### src/rtl/irrx_pkg.sv
package irrx_pkg;

  typedef enum logic [2:0] {
    ST_IDLE     = 3'd0,
    ST_ENERGY   = 3'd1,
    ST_ACQUIRE  = 3'd2,
    ST_VERIFY   = 3'd3,
    ST_TEMPLATE = 3'd4,
    ST_SFD      = 3'd5,
    ST_LENGTH   = 3'd6,
    ST_PAYLOAD  = 3'd7
  } rxState_e;

  // Strobes from control to datapath
  typedef struct packed {
    logic clearBits;
    logic shiftEn;
    logic latchLen;
    logic emitByte;
    logic notify;
  } ctrlStrobe_t;

  // Status from datapath to control
  typedef struct packed {
    logic energyHit;
    logic corrPass;
    logic corrLow;
    logic sfdHit;
    logic byteDone;
    logic lenZero;
    logic lastByte;
  } dpStatus_t;

endpackage

### src/rtl/irrx_ctrl.sv
module irrx_ctrl
  import irrx_pkg::*;
(
  input  logic        clk,
  input  logic        rstN,
  input  logic        hostReady,
  input  logic        corrValid,
  input  logic        acqDone,
  input  logic        acqFail,
  input  logic        tmplDone,
  input  logic        bitValid,
  input  dpStatus_t   status,
  output ctrlStrobe_t strobe,
  output rxState_e    state
);

  rxState_e nextState;

  always_ff @(posedge clk) begin
    if (!rstN) state <= ST_IDLE;
    else       state <= nextState;
  end

  always_comb begin
    nextState = state;
    strobe    = '0;
    unique case (state)
      ST_IDLE: if (hostReady) nextState = ST_ENERGY;
      ST_ENERGY: if (status.energyHit) nextState = ST_ACQUIRE;
      ST_ACQUIRE: begin
        if (acqFail)      nextState = ST_ENERGY;
        else if (acqDone) nextState = ST_VERIFY;
      end
      ST_VERIFY: begin
        if (corrValid) nextState = status.corrPass ? ST_TEMPLATE : ST_ENERGY;
      end
      ST_TEMPLATE: begin
        if (tmplDone) begin
          nextState        = ST_SFD;
          strobe.clearBits = 1'b1;
        end
      end
      ST_SFD: begin
        if (status.corrLow) begin
          nextState = ST_ENERGY;
        end else begin
          strobe.shiftEn = bitValid;
          if (status.sfdHit) begin
            nextState        = ST_LENGTH;
            strobe.clearBits = 1'b1;
          end
        end
      end
      ST_LENGTH: begin
        strobe.shiftEn = bitValid;
        if (status.byteDone) begin
          strobe.latchLen = 1'b1;
          if (status.lenZero) begin
            strobe.notify = 1'b1;
            nextState     = ST_IDLE;
          end else begin
            nextState = ST_PAYLOAD;
          end
        end
      end
      ST_PAYLOAD: begin
        strobe.shiftEn = bitValid;
        if (status.byteDone) begin
          strobe.emitByte = 1'b1;
          if (status.lastByte) begin
            strobe.notify = 1'b1;
            nextState     = ST_IDLE;
          end
        end
      end
      default: nextState = ST_IDLE;
    endcase
  end

endmodule

### src/rtl/irrx_dpath.sv
module irrx_dpath
  import irrx_pkg::*;
#(
  parameter int EN_W     = 16,
  parameter int CORR_W   = 16,
  parameter int BYTE_W   = 8,
  parameter logic [BYTE_W-1:0] SFD_CODE = 8'h55
) (
  input  logic              clk,
  input  logic              rstN,
  input  logic [EN_W-1:0]   energyThresh,
  input  logic [EN_W-1:0]   energySq,
  input  logic [CORR_W-1:0] corrThresh,
  input  logic [CORR_W-1:0] corrMag,
  input  logic              corrValid,
  input  logic              bitValid,
  input  logic              bitIn,
  input  ctrlStrobe_t       strobe,
  output dpStatus_t         status,
  output logic [BYTE_W-1:0] pktLen,
  output logic [BYTE_W-1:0] byteData,
  output logic [BYTE_W-1:0] byteIdx,
  output logic              byteValid,
  output logic              pktReady
);

  localparam int CNT_W  = $clog2(BYTE_W);
  localparam int FILL_W = CNT_W + 1;
  localparam logic [CNT_W-1:0]  LAST_BIT = CNT_W'(BYTE_W - 1);
  localparam logic [FILL_W-1:0] FILL_MIN = FILL_W'(BYTE_W - 1);

  logic [BYTE_W-1:0] shiftReg;
  logic [BYTE_W-1:0] window;
  logic [CNT_W-1:0]  bitCnt;
  logic [FILL_W-1:0] fillCnt;
  logic [BYTE_W-1:0] byteCnt;

  assign window = {shiftReg[BYTE_W-2:0], bitIn};

  always_comb begin
    status.energyHit = energySq > energyThresh;
    status.corrPass  = corrMag > corrThresh;
    status.corrLow   = corrValid && (corrMag < corrThresh);
    status.sfdHit    = bitValid && (window == SFD_CODE) && (fillCnt >= FILL_MIN);
    status.byteDone  = bitValid && (bitCnt == LAST_BIT);
    status.lenZero   = window == '0;
    status.lastByte  = ({1'b0, byteCnt} + (BYTE_W+1)'(1)) == {1'b0, pktLen};
  end

  always_ff @(posedge clk) begin
    if (!rstN) begin
      shiftReg <= '0;
      bitCnt   <= '0;
      fillCnt  <= '0;
    end else if (strobe.clearBits) begin
      shiftReg <= strobe.shiftEn ? window : '0;
      bitCnt   <= '0;
      fillCnt  <= '0;
    end else if (strobe.shiftEn) begin
      shiftReg <= window;
      bitCnt   <= bitCnt + CNT_W'(1);
      if (fillCnt < FILL_MIN) fillCnt <= fillCnt + FILL_W'(1);
    end
  end

  always_ff @(posedge clk) begin
    if (!rstN) begin
      pktLen    <= '0;
      byteCnt   <= '0;
      byteData  <= '0;
      byteIdx   <= '0;
      byteValid <= 1'b0;
      pktReady  <= 1'b0;
    end else begin
      byteValid <= strobe.emitByte;
      pktReady  <= strobe.notify;
      if (strobe.latchLen) begin
        pktLen  <= window;
        byteCnt <= '0;
      end
      if (strobe.emitByte) begin
        byteData <= window;
        byteIdx  <= byteCnt;
        byteCnt  <= byteCnt + BYTE_W'(1);
      end
    end
  end

endmodule

### src/rtl/ir_rx_sequencer.sv
module ir_rx_sequencer
  import irrx_pkg::*;
#(
  parameter int EN_W   = 16,
  parameter int CORR_W = 16
) (
  input  logic              clk,
  input  logic              rstN,
  input  logic              hostReady,
  input  logic [EN_W-1:0]   energyThresh,
  input  logic [EN_W-1:0]   energySq,
  input  logic [CORR_W-1:0] corrThresh,
  input  logic [CORR_W-1:0] corrMag,
  input  logic              corrValid,
  input  logic              acqDone,
  input  logic              acqFail,
  input  logic              tmplDone,
  input  logic              bitValid,
  input  logic              bitIn,
  output logic [2:0]        rxState,
  output logic [7:0]        pktLen,
  output logic [7:0]        byteData,
  output logic [7:0]        byteIdx,
  output logic              byteValid,
  output logic              pktReady
);

  ctrlStrobe_t strobe;
  dpStatus_t   status;
  rxState_e    state;

  irrx_ctrl u_ctrl (
    .clk(clk), .rstN(rstN), .hostReady(hostReady), .corrValid(corrValid),
    .acqDone(acqDone), .acqFail(acqFail), .tmplDone(tmplDone),
    .bitValid(bitValid), .status(status), .strobe(strobe), .state(state)
  );

  irrx_dpath #(.EN_W(EN_W), .CORR_W(CORR_W), .BYTE_W(8)) u_dpath (
    .clk(clk), .rstN(rstN), .energyThresh(energyThresh), .energySq(energySq),
    .corrThresh(corrThresh), .corrMag(corrMag), .corrValid(corrValid),
    .bitValid(bitValid), .bitIn(bitIn), .strobe(strobe), .status(status),
    .pktLen(pktLen), .byteData(byteData), .byteIdx(byteIdx),
    .byteValid(byteValid), .pktReady(pktReady)
  );

  assign rxState = state;

endmodule

### config.mk
export PLATFORM = sky130hd
export DESIGN_NAME = ir_rx_sequencer
export DESIGN_NICKNAME = d
export VERILOG_FILES = /design/src/rtl/irrx_pkg.sv /design/src/rtl/irrx_ctrl.sv /design/src/rtl/irrx_dpath.sv /design/src/rtl/ir_rx_sequencer.sv
export SDC_FILE = /design/constraint.sdc
export NUM_CORES = 1
export LEC_CHECK = 0
export BUFFER_PORTS_ARGS = -buffer_cell sky130_fd_sc_hd__buf_2
export CAP_MARGIN = 20
export CORE_MARGIN = 8
export CORE_UTILIZATION = 44
export CTS_BUF_LIST = sky130_fd_sc_hd__clkbuf_8
export CTS_CLUSTER_SIZE = 40
export DETAILED_ROUTE_END_ITERATION = 10
export HOLD_SLACK_MARGIN = 0.12
export PLACE_DENSITY = 0.76
export SLEW_MARGIN = 5
export SYNTH_ARGS = -nofsm -noshare
export SYNTH_HDL_FRONTEND = slang
export SYNTH_SLANG_ARGS = --single-unit
### constraint.sdc
create_clock -name clk -period 1.95 [get_ports clk]
set_input_delay 0.195 -clock clk [delete_from_list [all_inputs] [get_ports clk]]
set_output_delay 0.195 -clock clk [all_outputs]
set_load 0.1 [all_outputs]
# After elaboration in Yosys (flattened, before gate mapping)
# Index checks and enable logic that the tools add are counted.
word_totals:
  register_bits: 51
  wordCells: 83
  in_bits: 73
op_classes:
  addsub: 4
  muxes: 32
  reduce_logical: 12
  n_eq_ne: 19
  n_lt_le_gt_ge: 5
  n_bitwise: 1
op_table:
  columns: ["operator", "n"]
  rows:
  - ["$mux W3", 13]
  - ["$gt A16 B16 Y1", 2]
  - ["$pmux W3 S8", 1]
  - ["$mux W7", 3]
  - ["$lt A16 B16 Y1", 1]
  - ["$mux W8", 2]
  - ["$eq A3 B3 Y1 const B", 5]
  - ["$ne A2 B2 Y1 const B", 7]
  - ["$add A8 B1 Y9 const B", 1]
  - ["$eq A9 B8 Y1", 1]
  - ["$reduce_and A9 Y1", 1]
  - ["$add A8 B1 Y8 const B", 1]
  - ["$eq A8 B7 Y1 const B", 1]
  - ["$logic_not A8 Y1", 1]
  - ["$mux W1", 8]
  - ["$eq A3 B2 Y1 const B", 2]
  - ["$ne A3 B3 Y1 const B", 2]
  - ["$pmux W1 S2", 3]
  - ["$add A4 B1 Y4 const B", 1]
  - ["$ge A4 B3 Y1 const B", 1]
  - ["$logic_and A1 B1 Y1", 4]
  - ["$lt A4 B3 Y1 const B", 1]
  - ["$mux W2", 2]
  - ["$reduce_bool A2 Y1", 2]
  - ["6 further kinds", 7]

# Logic depth before layout (Yosys ltp)
logic_depth:
  word_depth: 8
  ltp_mapped: 10

# Modules after synthesis
# A second synthesis with hierarchy kept.
unflattened:
  cells_unflattened: 391
  area_unflattened_um2: 3383.2
modules_own_cells:
  columns: ["mod", "area_each_um2", "cells_per_inst", "instances"]
  rows:
  - ["irrx_dpath", 3005.4, 337, 1]
  - ["irrx_ctrl", 377.9, 54, 1]

# Least setup slack after synthesis
# Ideal clock, no wire load.
synth_timing:
  path_type: "flip-flop to flip-flop"
  from: "register u_ctrl.state[0]"
  to: "register u_ctrl.state[2]"
  synth_period_minus_slack_ps: 2623
  stages_incl_launch_ff: 9
  path_slack_ps: -673
  t_arrival_ps: 2536
  path_buffers: 1
  required_ps: 1863
  path_cell_list: "dfxtp_1 > buf_4 > inv_2 > or3_1 > a2111oi_2 > o221ai_2 > o211ai_2 > o311ai_1 > o31ai_1"
synth_between:
  elab_chain_len: 3
  elab_cells_between_ends: 19
  classes_between: "eq/ne: 16; mux: 1; reduce/logical: 2"
synth_rtl:
  columns: ["element", "line", "rtl"]
  rows:
  - ["from (decl)", "irrx_ctrl.sv:14", "output rxState_e state"]
  - ["from (signal assigned)", "irrx_ctrl.sv:21", "else state <= nextState;"]
  - ["$eq A3 B3 Y1 (tied with other cells)", "irrx_ctrl.sv:27", "unique case (state)"]
  - ["$ne A3 B3 Y1 (no source line) or $ne A2 B2 Y1 (tied branches)", null, null]
  - ["$reduce_and A9 Y1 (no source line)", null, null]
# Parallel ways exist; a longest one is shown, timed or not.
# A chain may end at the register's enable or synchronous reset.

# Final worst setup path
layout_timing:
  from: "register u_dpath.byteCnt[1]"
  to: "register u_ctrl.state[0]"
layout_between:
  elab_chain_len: 4
layout_rtl:
  columns: ["element", "line", "rtl"]
  rows:
  - ["from (decl)", "irrx_dpath.sv:36", "logic [BYTE_W-1:0] byteCnt;"]
  - ["from (signal assigned)", "irrx_dpath.sv:84", "byteCnt <= byteCnt + BYTE_W'(1);"]
  - ["$add A8 B1 Y9", "irrx_dpath.sv:47", "status.lastByte = ({1'b0, byteCnt} + (BYTE_W+1)'(1)) == {1'b0, pktLen};"]
  - ["$eq A9 B8 Y1", "irrx_dpath.sv:47", null]
  - ["$ne A2 B2 Y1 (no source line)", null, null]
  - ["$reduce_and A9 Y1 (no source line)", null, null]
# Every way passes these cells.

==> key figures <==
Placed design
  • Placed Instances: 645
  • Gpl congestion: 0.8484
  • Port buffer count: 101
  • DP HPWL: 7.204 mm

Timing
  • RSZ-0062 raised after global routing: yes
  • Rel. slew slack: 66.33%
  • Setup TNS: 0 ps
  • Slew Limit Fails: 0
  • Final Hold Vio Count: 0
  • Final period util: 98.86%
  • Clock skew: 8.493 ps
  • Finish-stage setup viols: 0
  • Least-Margin Pin Slew: 508.6 ps
  • Min Tclk post-route: 1928 ps
  • Fmax: 0.5187 GHz

Floorplanning
  • # IOs: 102
  • Die area: 10590 sq um
  • Core area: 7292 sq um
  • Starting Density: 45.59%
  • Die Wd: 102.9 um
  • Die height: 102.9 um
  • Row cnt: 31

Finish
  • Fraction of layout cells with a size suffix above 1: 39.46%
  • Final cell count without fillers: 660
  • Layout Nets: 668
  • Most common cell after layout, fill and taps aside: buf_2
  • Fill cell count: 676
  • Syn-to-layout area delta: 37.49%
  • Multi-input gate area: 2272 sq um
  • Sequential Area: 1057 sq um
  • Commonest non-fill, non-tap cells in the layout: 99 x buf_2, 66 x nand2_1, 56 x a21oi_1

Synthesis
  • Share of the synthesized area in the top cell type: 30.71%
  • Synthesis Warnings: 0
  • Synth Flop Type: dfxtp_1
  • Post-synthesis sequential area ratio: 30.71%
  • Cells after synthesis: 426
  • Area contributors post-synth: dfxtp_1 31%, ha_1 14%, a21oi_1 8.6%
  • Post-synth ARST share: 0%
  • Synthesized flop and latch total: 51
  • Post-synth net total: 535
  • Post-synth EDFFs: 0
  • Library cells used by synthesis: 62
  • Netlist Area Pre-Place: 3324 sq um
  • Syn avg cell area: 7.804 sq um
  • Post-synth top area cell: dfxtp_1

Clock network
  • Clock Pin Slew Worst Setup and Hold Paths: 90 ps
  • Clock Path Buffers: 2
  • H-tree depth: 2
  • TritonCTS buffer count: 5
  • Root Driver: clkbuf_8
  • Clk sink count: 51
  • Latest clock arrival within the worst-skew pair: 320 ps
  • CTS tree: done

Min path
  • Worst hold-check path type: input pin to flip-flop
  • Worst Hold Launch: bitIn
  • Worst hold path cell count: 3
  • Min-Delay Endpoint: u_dpath.pktLen[0]

Worst setup path
  • Crit-path cells: ha_4, and2_1, nor2b_1, o311ai_1, o31ai_1, o2111a_2, or4_1, o311ai_2
  • Kind of critical path: flip-flop to flip-flop
  • Slowest Stage Delay on Critical Path: 420 ps
  • Critical Path Source Type: flip-flop
  • R2R cell count: 8
  • Crit end category: flip-flop
  • Slowest stage cell, crit path: or4_1
  • R2R Path End: u_ctrl.state[0]
  • WP data arrival: 2150 ps
  • R2r setup slk: 20 ps
  • RR Startpoint: u_dpath.byteCnt[1]
  • CP max FO: 4
  • Crit path required time: 2170 ps

Detailed routing
  • Vias/cell: 5.341
  • WL/cell: 14.52 um
  • Total Wirelength: 9.581 mm
  • Antenna-violating nets left: 0
  • Iter 0 DRT Violations: 132
  • Routed vias: 3525
  • DR pass1 iterations: 4
  • # DRC: 0

GRT
  • Vias in the first global route: 3360
  • Initial antenna violation count: 0
  • Largest net degree at the start of global routing: 41
  • GRT Total Usage: 16.99%
  • First-pass GRT wire length: 14.64 mm
  • GRT overflow: 0

Pwr
  • Sequential power share: 44.1%
  • Switching Fraction: 36.18%
  • Post-layout power: 2.604 mW
  • P_leak: 2.071 nW
  • P_int: 1.662 mW
  • Pwr dens: 569.7 nW/um^2
  • Worst vdd ir: 0.3262 mV
  • Net Switching: 941.9 uW
  • Combinational share of power: 32.7%
  • Power share of the clock group: 23.2%

Run status
  • Status: finished, final reports clean

Job
  • Max_cap viols: 0
[flip-flops by register name, summed over array words and instances (netlist names), 3 cells and up]
register / flops
u_ctrl.state: 3
u_dpath.bitCnt: 3
u_dpath.byteCnt: 8
u_dpath.byteData: 8
u_dpath.byteIdx: 8
u_dpath.fillCnt: 4
u_dpath.pktLen: 8
u_dpath.shiftReg: 7
[per-stage QoR]
stage               hold WS (ps)  utilization, %  setup slack, ps  instance area, sq um
floorplan                  323.5               -           -57.29                  3381
global placement           442.8           57.81           -257.6                  4215
detailed placement         443.8           57.81           -334.6                  4215
CTS                        174.5           59.32           -1.564                  4325
global route               180.9           62.65           -88.42                  4568
finish                     171.9           62.68            22.20                  4571
[worst max-delay path by stage]
| stage | from | end | depth (start not counted) |
|---|---|---|---|
| after global routing | u_dpath.byteCnt[4] | u_dpath.pktReady | 8 |
| after detailed placement | corrThresh[13] | u_ctrl.state[2] | 10 |
| after floorplan | energyThresh[15] | u_ctrl.state[2] | 8 |
| after global placement | corrThresh[13] | u_ctrl.state[2] | 10 |
| after CTS | u_dpath.byteCnt[1] | u_dpath.pktReady | 8 |
| final | u_dpath.byteCnt[1] | u_ctrl.state[0] | 8 |
[logic make-up after synthesis]
kind of cell               after synthesis  synth area share [%]
and+or+nand+nor                        153                 22.47
muxes                                    4                 1.355
xor gates and xnor gates                 8                 2.107
buffers and inverters                   59                 7.339
DFF                                     51                 30.71
AOI/OAI and AO/OA                      115                 22.47
adders and majority gates               36                 13.55
[worst max-delay path: cells and delay by family (launching register included)]
| kind | cells | cell delay [ps] |
|---|---|---|
| and+or+nand+nor | 3 | 700 |
| AOI/OAI and AO/OA | 4 | 620 |
| DFF | 1 | 350 |
| adders and majority gates | 1 | 170 |
[per-layer routing]
metal  global-route usage [%]  routed length (um)
met2                    31.71                5056
met1                    18.13                3833
met4                    5.339                 236
met5                        0                   0
met3                    4.321                 455
[power groups by stage]
stage	combinational [mW]	sequential, mW	clock [mW]
6_report	0.851	1.15	0.603
5_1_grt	0.928	1.16	0.661
4_1_cts	0.782	1.14	0.616
3_5_place_dp	0.767	1.17	0
3_3_place_gp	0.740	1.17	0
2_1_floorplan	0.472	1.25	0
[layout make-up]
type / instances / share of cell area [%]
antenna: 1 / 0.05475
clock buffer: 5 / 1.506
clock inverter: 3 / 0.3285
inverter: 38 / 3.230
multi-input combinational: 316 / 49.71
sequential: 51 / 23.13
tap: 99 / 2.710
timing repair buffer: 147 / 19.33
[cell usage after synthesis (2+ instances only)]
master	instances
nor2_1	25
or3_1	2
inv_1	36
o41ai_1	2
nor2b_1	7
a21o_1	3
nor4_1	3
or4_1	3
buf_2	6
nand4_1	6
o21a_1	4
nand2_1	68
a211oi_1	2
xnor2_1	4
o311a_1	3
o21ai_0	11
nor3_1	6
a21oi_1	57
o21ai_1	3
ha_1	36
dfxtp_1	51
mux2_2	4
clkbuf_1	12
a2bb2oi_1	3
buf_4	2
and4_1	2
and3_1	3
o21ai_2	2
o31ai_1	3
nand3b_1	3
o311ai_1	4
xor2_1	4
a31oi_1	2
nand3_1	16
[timing repair]
| action | 4_1_cts | 5_1_grt |
|---|---|---|
| setup endpoints to repair | 4 | 42 |
| pin swaps | 5 | 19 |
| hold buffers | 0 | 0 |
| resized for setup | 6 | 41 |
| setup buffers | 0 | 6 |
(Power assumes the default switching activity.)
